## config.mk

```make
export PLATFORM = sky130hd
export DESIGN_NAME = owbyte_engine
export DESIGN_NICKNAME = d
export VERILOG_FILES = /design/src/rtl/owbyte_pkg.sv /design/src/rtl/owbyte_ctrl.sv /design/src/rtl/owbyte_dp.sv /design/src/rtl/owbyte_engine.sv
export SDC_FILE = /design/constraint.sdc
export NUM_CORES = 1
export LEC_CHECK = 0
export BUFFER_PORTS_ARGS = -buffer_cell sky130_fd_sc_hd__buf_2
export CAP_MARGIN = 15
export CORE_ASPECT_RATIO = 1.4
export CORE_UTILIZATION = 45
export DETAILED_ROUTE_END_ITERATION = 16
export PLACE_DENSITY = 0.71
export SKIP_LAST_GASP = 1
export SYNTH_ARGS = -nofsm -noshare
export SYNTH_HDL_FRONTEND = slang
export SYNTH_SLANG_ARGS = --single-unit
```

## constraint.sdc

```tcl
create_clock -name clk -period 2 [get_ports clk]
set_input_delay 0.4 -clock clk [delete_from_list [all_inputs] [get_ports clk]]
set_output_delay 0.4 -clock clk [all_outputs]
set_load 0.02 [all_outputs]
```

## src/rtl/owbyte_pkg.sv

```systemverilog
package owbyte_pkg;
  // status word bit positions (software decodes these)
  localparam int TBE_POS = 2;
  localparam int TSE_POS = 3;
  localparam int RBF_POS = 4;
  localparam int RSF_POS = 5;

  typedef struct packed {
    logic wrTx;
    logic wrIen;
    logic loadShift;
    logic shiftBit;
    logic moveRx;
  } owStrobeT;
endpackage

```

## src/rtl/owbyte_ctrl.sv

```systemverilog
module owbyte_ctrl
  import owbyte_pkg::*;
#(
  parameter int DATA_W = 8
) (
  input  logic     clk,
  input  logic     rstN,
  input  logic     wrData,
  input  logic     wrIen,
  input  logic     rdData,
  input  logic     slotDone,
  output owStrobeT strobe,
  output logic     slotReq,
  output logic     txBufEmpty,
  output logic     txShiftEmpty,
  output logic     rxBufFull,
  output logic     rxShiftFull
);
  localparam int CNT_W = (DATA_W > 1) ? $clog2(DATA_W) : 1;
  localparam logic [CNT_W-1:0] LAST_SLOT = CNT_W'(DATA_W - 1);

  logic busy;
  logic [CNT_W-1:0] bitCnt;
  logic lastSlot;

  always_comb begin
    strobe.wrTx      = wrData;
    strobe.wrIen     = wrIen;
    strobe.loadShift = !busy && !txBufEmpty && !rxShiftFull;
    strobe.shiftBit  = busy && slotDone;
    strobe.moveRx    = rxShiftFull && !rxBufFull;
    lastSlot         = strobe.shiftBit && (bitCnt == LAST_SLOT);
  end

  assign slotReq = busy;

  always_ff @(posedge clk) begin
    if (!rstN) begin
      busy         <= 1'b0;
      bitCnt       <= '0;
      txBufEmpty   <= 1'b1;
      txShiftEmpty <= 1'b1;
      rxBufFull    <= 1'b0;
      rxShiftFull  <= 1'b0;
    end else begin
      if (strobe.loadShift) begin
        busy         <= 1'b1;
        bitCnt       <= '0;
        txShiftEmpty <= 1'b0;
      end else if (strobe.shiftBit) begin
        bitCnt <= bitCnt + CNT_W'(1);
        if (lastSlot) begin
          busy         <= 1'b0;
          txShiftEmpty <= 1'b1;
        end
      end

      if (wrData)                txBufEmpty <= 1'b0;
      else if (strobe.loadShift) txBufEmpty <= 1'b1;

      if (lastSlot)           rxShiftFull <= 1'b1;
      else if (strobe.moveRx) rxShiftFull <= 1'b0;

      if (strobe.moveRx) rxBufFull <= 1'b1;
      else if (rdData)   rxBufFull <= 1'b0;
    end
  end

  assert_req_hold_R8: assert property (@(posedge clk) disable iff (!rstN)
    slotReq && !slotDone |=> slotReq);
  assert_tse_low_busy_R5: assert property (@(posedge clk) disable iff (!rstN)
    slotReq |-> !txShiftEmpty);
  assert_load_from_buf_R4: assert property (@(posedge clk) disable iff (!rstN)
    $fell(txShiftEmpty) |-> $past(!txBufEmpty));
  assert_move_rx_R6: assert property (@(posedge clk) disable iff (!rstN)
    $rose(rxBufFull) |-> $fell(rxShiftFull));
  assert_stall_R7: assert property (@(posedge clk) disable iff (!rstN)
    rxShiftFull |-> !slotReq);
endmodule

```

## src/rtl/owbyte_dp.sv

```systemverilog
module owbyte_dp
  import owbyte_pkg::*;
#(
  parameter int DATA_W = 8
) (
  input  logic              clk,
  input  logic              rstN,
  input  owStrobeT          strobe,
  input  logic [DATA_W-1:0] wdata,
  input  logic              slotSample,
  output logic              slotBit,
  output logic [DATA_W-1:0] rxByte,
  output logic [DATA_W-1:0] ienReg
);
  logic [DATA_W-1:0] txBuf, txShift, rxShift;

  always_ff @(posedge clk) begin
    if (!rstN) begin
      txBuf   <= '0;
      txShift <= '0;
      rxShift <= '0;
      rxByte  <= '0;
      ienReg  <= '0;
    end else begin
      if (strobe.wrTx)  txBuf  <= wdata;
      if (strobe.wrIen) ienReg <= wdata;
      if (strobe.loadShift)     txShift <= txBuf;
      else if (strobe.shiftBit) txShift <= txShift >> 1;
      if (strobe.shiftBit) rxShift <= {slotSample, rxShift[DATA_W-1:1]};
      if (strobe.moveRx)   rxByte  <= rxShift;
    end
  end

  assign slotBit = txShift[0];
endmodule

```

## src/rtl/owbyte_engine.sv

```systemverilog
module owbyte_engine
  import owbyte_pkg::*;
#(
  parameter int DATA_W = 8,
  parameter int ADDR_W = 2,
  parameter logic [ADDR_W-1:0] DATA_ADDR = 0,
  parameter logic [ADDR_W-1:0] STAT_ADDR = 1,
  parameter logic [ADDR_W-1:0] IEN_ADDR  = 2
) (
  input  logic              clk,
  input  logic              rstN,
  input  logic              regWrEn,
  input  logic              regRdEn,
  input  logic [ADDR_W-1:0] regAddr,
  input  logic [DATA_W-1:0] regWdata,
  output logic [DATA_W-1:0] regRdata,
  output logic              slotReq,
  output logic              slotBit,
  input  logic              slotDone,
  input  logic              slotSample,
  output logic              irqOut
);
  owStrobeT strobe;
  logic tbe, tse, rbf, rsf;
  logic [DATA_W-1:0] rxByte, ienReg, statusVec;
  logic wrData, wrIen, rdData;

  assign wrData = regWrEn && (regAddr == DATA_ADDR);
  assign wrIen  = regWrEn && (regAddr == IEN_ADDR);
  assign rdData = regRdEn && (regAddr == DATA_ADDR);

  owbyte_ctrl #(.DATA_W(DATA_W)) u_ctrl (
    .clk(clk), .rstN(rstN), .wrData(wrData), .wrIen(wrIen), .rdData(rdData),
    .slotDone(slotDone), .strobe(strobe), .slotReq(slotReq),
    .txBufEmpty(tbe), .txShiftEmpty(tse), .rxBufFull(rbf), .rxShiftFull(rsf)
  );

  owbyte_dp #(.DATA_W(DATA_W)) u_dp (
    .clk(clk), .rstN(rstN), .strobe(strobe), .wdata(regWdata),
    .slotSample(slotSample), .slotBit(slotBit), .rxByte(rxByte), .ienReg(ienReg)
  );

  always_comb begin
    statusVec          = '0;
    statusVec[TBE_POS] = tbe;
    statusVec[TSE_POS] = tse;
    statusVec[RBF_POS] = rbf;
    statusVec[RSF_POS] = rsf;
  end

  always_comb begin
    if (regAddr == DATA_ADDR)      regRdata = rxByte;
    else if (regAddr == STAT_ADDR) regRdata = statusVec;
    else if (regAddr == IEN_ADDR)  regRdata = ienReg;
    else                           regRdata = '0;
  end

  assign irqOut = |(statusVec & ienReg);

  assert_irq_masked_R9: assert property (@(posedge clk) disable iff (!rstN)
    (ienReg == '0) |-> !irqOut);
endmodule

```

==> results of run 1 <==
logic make-up (layout without fill, tap and decap cells):
| kind of cell | Yosys count | count (layout) | synth area share (%) |
|---|---|---|---|
| adders and majority gates | 2 | 2 | 1.21 |
| DFF | 48 | 48 | 46.4 |
| xor gates and xnor gates | 1 | 1 | 0.423 |
| AOI/OAI and AO/OA | 52 | 52 | 15.4 |
| muxes | 24 | 24 | 11.6 |
| and+or+nand+nor | 87 | 87 | 20.1 |
| buffers and inverters | 17 | 37 | 4.78 |
stage by stage:
step	power [mW]	worst slack [ps]	hold WS, ps	instances	utilization [%]
2_1_floorplan	1.10	399	429	231	-
3_3_place_gp	1.13	444	443	303	51.0
3_5_place_dp	1.14	383	448	303	51.0
4_1_cts	1.81	373	328	311	53.5
5_1_grt	1.87	285	337	311	53.5
6_report	1.80	386	336	311	53.5
area by class of cell:
cell class	instances	area share, %
Multi-Input combinational cell	166	43.8
Sequential cell	48	41.7
Tap cell	60	3.26
Clock inverter	2	1.52
Clock buffer	6	3.15
Timing Repair Buffer	29	6.62
sequential cells by signal (all words and copies together), names as in the netlist:
name,count
u_dp.ienReg,8
u_dp.rxByte,8
u_dp.rxShift,8
u_dp.txBuf,8
u_dp.txShift,8
u_ctrl.bitCnt,3
u_ctrl.rxBufFull,1
u_ctrl.rxShiftFull,1
u_ctrl.slotReq,1
u_ctrl.txBufEmpty,1
u_ctrl.txShiftEmpty,1
synthesized netlist by cell type (3+ instances only):
master    count
nor2b_1      19
a22oi_1       3
nand2_1      50
a21oi_1      17
nand3_1       3
mux2i_1      24
a21boi_0     15
nor2_1        7
clkbuf_1      5
a21boi_1      4
o21ai_1       5
dfxtp_1      48
o21ai_0       7
buf_4         3
buf_2         6
how the worst max path moves through the flow:
stage	start	to	cells past startpoint
3_5_place_dp	regAddr[0]	regRdata[5]	5
2_1_floorplan	regAddr[1]	regRdata[2]	3
5_1_grt	regAddr[0]	regRdata[2]	5
6_report	u_ctrl.rxShiftFull	regRdata[5]	3
3_3_place_gp	regAddr[0]	regRdata[5]	5
4_1_cts	u_ctrl.rxShiftFull	regRdata[5]	3
critical path, cell delays in order, from the launching register on:
cell and delay [ps]:
dfxtp_1 550, nand2_1 80, o21ai_0 90, buf_2 190
metal layers:
metal	track usage [%]	wire [um]
met3	3.58	139
met2	29.8	1920
met1	24.4	1990
met5	0	0
met4	9.76	67
report_power, final:
group / switching, mW / internal, mW
combinational: 0.0692 / 0.0575
clock: 0.313 / 0.371
sequential: 0.0143 / 0.973
==> impl_metrics.env, run 1 <==
export IMPL_fmax_ghz=0.620
export IMPL_finalSetupViolCount=0
export IMPL_worstPathArrival_ps=1210
export IMPL_synthCells=231
export IMPL_finalHoldViolations=0
export IMPL_cts_made_buffers=5
export IMPL_seq_area_um2=961
export IMPL_port_buffer_count=26
export IMPL_dieWidth_um=59.3
export IMPL_maxCapViolations=0
export IMPL_grt_pass1_wl_um=6810
export IMPL_start_util_pct=48.0
export IMPL_via_per_inst=4.95
export IMPL_post_cts_buffers=0
export IMPL_fin_worst_skew_ps=10.8
export IMPL_r2r_slack_ps=590
export IMPL_rr_startpoint="u_ctrl.rxShiftFull"
export IMPL_final_layout_size_suffix_gt1_share_pct=15.9
export IMPL_tritoncts="done"
export IMPL_first_pass_iters=4
export IMPL_track_usage_pct=18.9
export IMPL_root_buffer="clkbuf_8"
export IMPL_synthTopCellsByArea="dfxtp_1, mux2i_1, nand2_1"
export IMPL_ir_drop_v=0.000742
export IMPL_tightestPinTransition_ps=653
export IMPL_core_area_um2=4310
export IMPL_dp_hpwl_um=2860
export IMPL_grt_setup_unrepaired="no"
export IMPL_gp_congestion=0.744
export IMPL_antennaDiodeCount=0
export IMPL_ant_nets=0
export IMPL_reg2regPathDepth=3
export IMPL_final_common_cell="nand2_1"
export IMPL_grt_max_degree=47
export IMPL_final_area_um2=2310
export IMPL_synthesis_nets=249
export IMPL_synth_edf_count=0
export IMPL_fp_dieArea_um2=4880
export IMPL_synth_seq_cells=48
export IMPL_required_ps=1600
export IMPL_min_path_cells=3
export IMPL_hp_start="slotSample"
export IMPL_dpl_cell_area_um2=2200
export IMPL_worstSkewPairLatency_ps=300
export IMPL_power_density_nw_per_um2=780
export IMPL_nets=268
export IMPL_multi_input_area_um2=1010
export IMPL_cts_resized=0
export IMPL_reg2reg_to="u_dp.rxByte[1]"
export IMPL_routedWlPerCell_um=13.2
export IMPL_ys_seq_area_share_pct=46.4
export IMPL_wirelength_um=4120
export IMPL_overflow=0
export IMPL_clock_sinks=48
export IMPL_endpoint_kind="output pin"
export IMPL_crit_type="reg -> out"
export IMPL_worstHoldPathType="in -> reg"
export IMPL_fin_crit_sh_pct=80.7
export IMPL_io_pins=27
export IMPL_drc=0
export IMPL_holdPathEnd="u_dp.rxShift[7]"
export IMPL_cts_max_path_buffers=2
export IMPL_start_kind="register"
export IMPL_htreeDepth=2
export IMPL_status="complete, no violations"
export IMPL_yosys_warnings=0
export IMPL_fin_tns_setup_ps=0
export IMPL_leakagePower_nw=0.899
export IMPL_synth_top_area_share_pct=46.4
export IMPL_grt_pass1_vias=1409
export IMPL_vias=1540
export IMPL_synth_cell_types=27
export IMPL_critPathMaxFanout=9
export IMPL_final_cell_mix="nand2_1, dfxtp_1, buf_2, mux2i_1, nor2b_1"
export IMPL_async_flop_share_pct=0
export IMPL_drv_slew=0
export IMPL_drt_iter0_drc=109
export IMPL_die_height_um=82.2
export IMPL_antenna_found_initial=0
export IMPL_yosysTopAreaCell="dfxtp_1"
export IMPL_synth_flop_cell="dfxtp_1"
export IMPL_fillCellCount=438
export IMPL_synth_area_um2=2070
export IMPL_clkTransAtPathRegs_ps=90
export IMPL_ctsHoldBuffers=0
export IMPL_areaGrowthSynthToFinish_pct=11.4
export IMPL_slew_headroom_pct=56.5
export IMPL_period_minus_slack_ps=1610
export IMPL_rows=28
export IMPL_syn_area_per_cell_um2=8.96
No activity file was read; power rests on OpenSTA's default activity.
==> inputs of run 2 (changes only) <==
--- a/config.mk
+++ b/config.mk
@@ -5,12 +5,13 @@
 export SDC_FILE = /design/constraint.sdc
 export NUM_CORES = 1
 export LEC_CHECK = 0
+export ABC_AREA = 1
 export BUFFER_PORTS_ARGS = -buffer_cell sky130_fd_sc_hd__buf_2
 export CAP_MARGIN = 15
 export CORE_ASPECT_RATIO = 1.4
 export CORE_UTILIZATION = 45
 export DETAILED_ROUTE_END_ITERATION = 16
-export PLACE_DENSITY = 0.71
+export PLACE_DENSITY = 0.73
 export SKIP_LAST_GASP = 1
 export SYNTH_ARGS = -nofsm -noshare
 export SYNTH_HDL_FRONTEND = slang
==> constraint.sdc (replaced) <==
create_clock -name clk -period 1.4 [get_ports clk]
set_input_delay 0.28 -clock clk [delete_from_list [all_inputs] [get_ports clk]]
set_output_delay 0.28 -clock clk [all_outputs]
set_load 0.02 [all_outputs]
==> run 2 against run 1 <==
Net effect:
- routed wire length barely moved
- highest routed layer unchanged
- sequential power up 44%
- first-iteration DRC count down 75%
- combinational power is 74% higher
- critical endpoint unchanged
- synthesized area down 0.42%
==> impl_metrics.env, run 2 <==
export IMPL_status="complete, no violations"
export IMPL_gp_congestion=0.747
export IMPL_leakagePower_nw=0.976
export IMPL_syn_area_per_cell_um2=7.84
export IMPL_dp_slack_ps=83.3
export IMPL_start_util_pct=47.8
export IMPL_fin_worst_skew_ps=7.20
export IMPL_routedWlPerCell_um=11.7
export IMPL_reg2reg_to="u_dp.txShift[4]"
export IMPL_antenna_found_initial=0
export IMPL_synth_cell_types=25
export IMPL_final_common_cell="nor2_1"
export IMPL_required_ps=1120
export IMPL_yosysTopAreaCell="dfxtp_1"
export IMPL_via_per_inst=4.96
export IMPL_post_route_util_pct=54.4
export IMPL_dieWidth_um=59.2
export IMPL_slew_headroom_pct=76.1
export IMPL_reg2regPathDepth=5
export IMPL_final_cell_mix="nor2_1, dfxtp_1, o21ai_0, nand2_1, buf_2"
export IMPL_holdPathEnd="u_dp.rxShift[7]"
export IMPL_yosys_warnings=0
export IMPL_period_minus_slack_ps=1350
export IMPL_power_density_nw_per_um2=1070
export IMPL_finalSetupViolCount=0
export IMPL_first_pass_iters=4
export IMPL_final_layout_size_suffix_gt1_share_pct=22.6
export IMPL_wirelength_um=4120
export IMPL_dp_hpwl_um=3020
export IMPL_critPathMaxFanout=2
export IMPL_cpPeakStageDelay_ps=350
export IMPL_endpoint_kind="output pin"
export IMPL_ir_drop_v=0.000738
export IMPL_fin_tns_setup_ps=0
export IMPL_synthesis_nets=281
export IMPL_synth_flop_cell="dfxtp_1"
export IMPL_crit_path_cell_trace="inv_1 > o211ai_1 > buf_2"
export IMPL_fmax_ghz=0.740
export IMPL_dp_cells=343
export IMPL_fin_crit_sh_pct=96.6
export IMPL_track_usage_pct=19.2
export IMPL_synth_edf_count=0
export IMPL_async_flop_share_pct=0
export IMPL_areaGrowthSynthToFinish_pct=13.7
export IMPL_tightestPinTransition_ps=358
export IMPL_antennaDiodeCount=0
export IMPL_final_area_um2=2340
export IMPL_tritoncts="done"
export IMPL_crit_type="reg -> out"
export IMPL_synth_top_cells_by_count="nor2_1, dfxtp_1, o21ai_0"
export IMPL_grt_pass1_wl_um=7090
export IMPL_drc=0
export IMPL_die_height_um=82.1
export IMPL_min_path_cells=3
export IMPL_hp_start="slotSample"
export IMPL_crit_slowest_cell="dfxtp_1"
export IMPL_root_buffer="clkbuf_8"
export IMPL_nets=309
export IMPL_cts_made_buffers=5
export IMPL_synthTopCellsByArea="dfxtp_1, nor2_1, o21ai_0"
export IMPL_dpl_cell_area_um2=2220
export IMPL_maxCapViolations=0
export IMPL_ys_seq_area_share_pct=46.6
export IMPL_cts_max_path_buffers=2
export IMPL_drt_iter0_drc=27
export IMPL_grt_setup_unrepaired="yes"
export IMPL_vias=1745
export IMPL_stdcell_count=352
export IMPL_synth_seq_cells=48
export IMPL_ant_nets=0
export IMPL_worstPathArrival_ps=1070
export IMPL_start_kind="register"
export IMPL_clkTransAtPathRegs_ps=90
export IMPL_htreeDepth=2
export IMPL_holdWs_ps=237
export IMPL_io_pins=27
export IMPL_grt_pass1_vias=1594
export IMPL_ctsHoldBuffers=0
export IMPL_port_buffer_count=26
export IMPL_grt_max_degree=20
export IMPL_core_area_um2=4310
export IMPL_yosys_cell_count_top_type="nor2_1"
export IMPL_r2r_slack_ps=260
export IMPL_fp_dieArea_um2=4860
export IMPL_rows=28
export IMPL_worstSkewPairLatency_ps=300
export IMPL_synth_top_area_share_pct=46.6
export IMPL_worstHoldPathType="in -> reg"
export IMPL_finalPower_mw=2.50
export IMPL_timing_final_ws_setup_ps=47.9
export IMPL_fillCellCount=407
export IMPL_synth_area_um2=2060
export IMPL_rr_startpoint="u_ctrl.slotReq"
export IMPL_drv_slew=0
export IMPL_finalHoldViolations=0
export IMPL_clock_sinks=48
export IMPL_overflow=0
export IMPL_synthCells=263
==> run 2: changes by cell type in the layout (fill, tap and decap cells not counted), moves of 5 or more <==
cell,delta
mux2i_1,-24
a21boi_0,-15
nand3b_1,+5
o21ai_0,+29
nor2b_1,-19
nand2_1,-17
nand3_1,+18
inv_1,+11
nor2_1,+42
==> run 2: report_power, final <==
group	internal, mW	switching, mW	leakage (nW)	total (mW)
sequential	1.40	0.0224	0.390	1.42
combinational	0.0821	0.139	0.542	0.221
clock	0.400	0.459	0.0434	0.859
total	1.88	0.621	0.976	2.50
==> run 2: cells by family (layout without fill, tap and decap cells) <==
logic type,count (synthesis),in the layout,synth area share (%)
adders and majority gates,2,2,1.21
AOI/OAI and AO/OA,63,63,16.5
buffers and inverters,28,57,7.65
xor gates and xnor gates,1,1,0.425
DFF,48,48,46.6
and+or+nand+nor,121,121,27.6
==> run 2: routing by layer <==
| layer | GRT usage [%] | wire (um) |
|---|---|---|
| met4 | 6.43 | 55 |
| met2 | 32.8 | 2030 |
| met5 | 0 | 0 |
| met3 | 3.46 | 125 |
| met1 | 23.9 | 1910 |
==> run 2: worst max-delay path by stage <==
stage                           from           to  slack (ps)  depth (start not counted)
CTS                   u_dp.ienReg[2]       irqOut          30                          3
global placement          regAddr[0]  regRdata[3]         100                          5
finish                u_dp.ienReg[5]  regRdata[5]          50                          3
floorplan                 regAddr[0]  regRdata[0]         180                          3
detailed placement        regAddr[0]  regRdata[4]          80                          5
global route        u_ctrl.rxBufFull       irqOut          -3                          3
==> run 2: timing repair <==
item / CTS / global route
setup endpoints to repair: 3 / 4
cloned: 0 / 0
resized for setup: 5 / 5
buffers inserted: 0 / 1
==> run 2: cell type report <==
class	count	area, um^2	share of cell area (%)
Timing Repair Buffer	32	178	7.59
Inverter	17	70.1	2.99
Clock inverter	2	15.0	0.641
Tap cell	60	75.1	3.21
Clock buffer	6	82.6	3.53
Multi-Input combinational cell	187	951	40.6
Sequential cell	48	971	41.5
==> run 2: critical path, delay by kind of cell, from the launching register on <==
kind	cells	cell delay, ps
buffers and inverters	2	270
DFF	1	350
AOI/OAI and AO/OA	1	170
==> inputs of run 3 (changes only) <==
--- a/config.mk
+++ b/config.mk
@@ -12,6 +12,7 @@
 export CORE_UTILIZATION = 45
 export DETAILED_ROUTE_END_ITERATION = 16
 export PLACE_DENSITY = 0.73
+export SETUP_SLACK_MARGIN = 0.4
 export SKIP_LAST_GASP = 1
 export SYNTH_ARGS = -nofsm -noshare
 export SYNTH_HDL_FRONTEND = slang
==> constraint.sdc (replaced) <==
create_clock -name clk -period 1.4 [get_ports clk]
set_input_delay 0.28 -clock clk [delete_from_list [all_inputs] [get_ports clk]]
set_output_delay 0.28 -clock clk [all_outputs]
set_load 0.1 [all_outputs]
==> run 3 against run 2 <==
Net effect:
- the flow now finishes with violations (negative setup slack)
- first-iteration DRC count is 120% higher
- critical path depth stayed put
- power is 10% higher
- die area stayed put
- combinational power is 93% higher
- final cell count is 6.5% higher
- register-to-register slack worse by 190 ps
- final area is 27% higher
- count of clock-buffer cells in the layout is 1 higher
- largest cell class is now multi-input gates
- largest power group unchanged
==> impl_metrics.env, run 3 (synthesis results as in run 2) <==
export IMPL_dieWidth_um=59.2
export IMPL_rows=28
export IMPL_track_usage_pct=21.6
export IMPL_start_kind="register"
export IMPL_drv_slew=0
export IMPL_rr_startpoint="u_ctrl.rxShiftFull"
export IMPL_timing_final_ws_setup_ps=-57.4
export IMPL_grt_pass1_vias=1700
export IMPL_gp_congestion=0.838
export IMPL_ir_drop_v=0.000687
export IMPL_seq_area_um2=993
export IMPL_maxCapViolations=0
export IMPL_multi_input_area_um2=1170
export IMPL_overflow=0
export IMPL_final_common_cell="nor2_1"
export IMPL_critPathMaxFanout=3
export IMPL_grt_max_degree=21
export IMPL_drt_iter0_drc=60
export IMPL_finalSetupViolCount=5
export IMPL_final_cell_mix="nor2_1, dfxtp_1, nand2_1, o21ai_0, buf_4"
export IMPL_final_layout_size_suffix_gt1_share_pct=42.2
export IMPL_reg2reg_to="u_dp.txShift[3]"
export IMPL_finalHoldViolations=0
export IMPL_post_route_util_pct=69.2
export IMPL_tritoncts="done"
export IMPL_core_area_um2=4310
export IMPL_fin_worst_skew_ps=1.49
export IMPL_wirelength_um=5270
export IMPL_antenna_found_initial=0
export IMPL_tightestPinTransition_ps=413
export IMPL_holdWs_ps=234
export IMPL_fp_dieArea_um2=4860
export IMPL_areaGrowthSynthToFinish_pct=44.7
export IMPL_clkTransAtPathRegs_ps=80
export IMPL_worstHoldPathType="in -> reg"
export IMPL_antennaDiodeCount=0
export IMPL_routedWlPerCell_um=14.0
export IMPL_dpl_cell_area_um2=2480
export IMPL_required_ps=1120
export IMPL_die_height_um=82.1
export IMPL_endpoint_kind="output pin"
export IMPL_port_buffer_count=26
export IMPL_leakagePower_nw=1.19
export IMPL_grt_setup_unrepaired="yes"
export IMPL_period_minus_slack_ps=1460
export IMPL_violations="negative setup slack"
export IMPL_crit_start="u_dp.ienReg[2]"
export IMPL_start_util_pct=47.8
export IMPL_critPathCapture="regRdata[2]"
export IMPL_crit_type="reg -> out"
export IMPL_final_area_um2=2980
export IMPL_ctsHoldBuffers=0
export IMPL_dp_hpwl_um=3330
export IMPL_first_pass_iters=4
export IMPL_clock_sinks=48
export IMPL_drc=0
export IMPL_r2r_slack_ps=70
export IMPL_via_per_inst=5.19
export IMPL_slew_headroom_pct=72.4
export IMPL_stdcell_count=375
export IMPL_fmax_ghz=0.686
export IMPL_vias=1947
export IMPL_root_buffer="clkbuf_8"
export IMPL_io_pins=27
export IMPL_grt_pass1_wl_um=7990
export IMPL_worstPathArrival_ps=1180
export IMPL_cts_made_buffers=5
export IMPL_fillCellCount=331
export IMPL_ant_nets=0
export IMPL_fin_crit_sh_pct=104
export IMPL_status="finished, violations left"
export IMPL_cts_max_path_buffers=2
export IMPL_power_density_nw_per_um2=928
export IMPL_nets=332
export IMPL_htreeDepth=2
export IMPL_reg2regPathDepth=8
export IMPL_worstSkewPairLatency_ps=300
export IMPL_dp_cells=343
run 3: final cells by class:
type                       count  area share, %
sequential                    48           33.3
inverter                      17           3.48
multi-input combinational    191           39.4
timing repair buffer          51           17.8
clock inverter                 1          0.168
tap                           60           2.52
clock buffer                   7           3.27
run 3: worst min path at each step:
stage	start	endpoint	slack [ps]	cells after the start
CTS	slotSample	u_dp.rxShift[7]	230	3
global route	slotSample	u_dp.rxShift[7]	240	3
detailed placement	u_dp.ienReg[7]	u_dp.ienReg[7]	470	2
floorplan	u_dp.ienReg[0]	u_dp.ienReg[0]	430	2
finish	slotSample	u_dp.rxShift[7]	230	3
global placement	u_dp.txBuf[4]	u_dp.txBuf[4]	460	2
run 3: timing repair:
action,in CTS,in global routing
buffers inserted,12,8
cloned,1,3
setup endpoints to repair,50,44
gates resized for setup,46,27
pin swaps,17,7
run 3: critical path, stage by stage, from the launching register on:
cell and delay [ps]:
dfxtp_2 330, inv_2 60, o211ai_1 280, buf_12 220
run 3: power breakdown:
part           internal, mW  total (mW)  switching, mW
Clock                 0.459       0.910          0.451
Combinational         0.162       0.426          0.263
Sequential             1.40        1.43         0.0296
Total                  2.02        2.77          0.744
run 3: layer usage:
| layer | share of wire, % | track usage (%) |
|---|---|---|
| met5 | 0 | 0 |
| met4 | 2.3 | 10.2 |
| met3 | 3.2 | 3.94 |
| met2 | 51 | 35.8 |
| met1 | 44 | 26.5 |
run 3: through the flow:
step                      setup WS (ps)  setup TNS [ps]  total power, mW
final                             -57.4            -244             2.77
after global routing               -125            -501             2.87
after CTS                         -73.5            -303             2.74
after detailed placement          -76.9            -480             1.82
after global placement            -41.8            -220             1.81
after floorplan                    -736           -5320             1.70
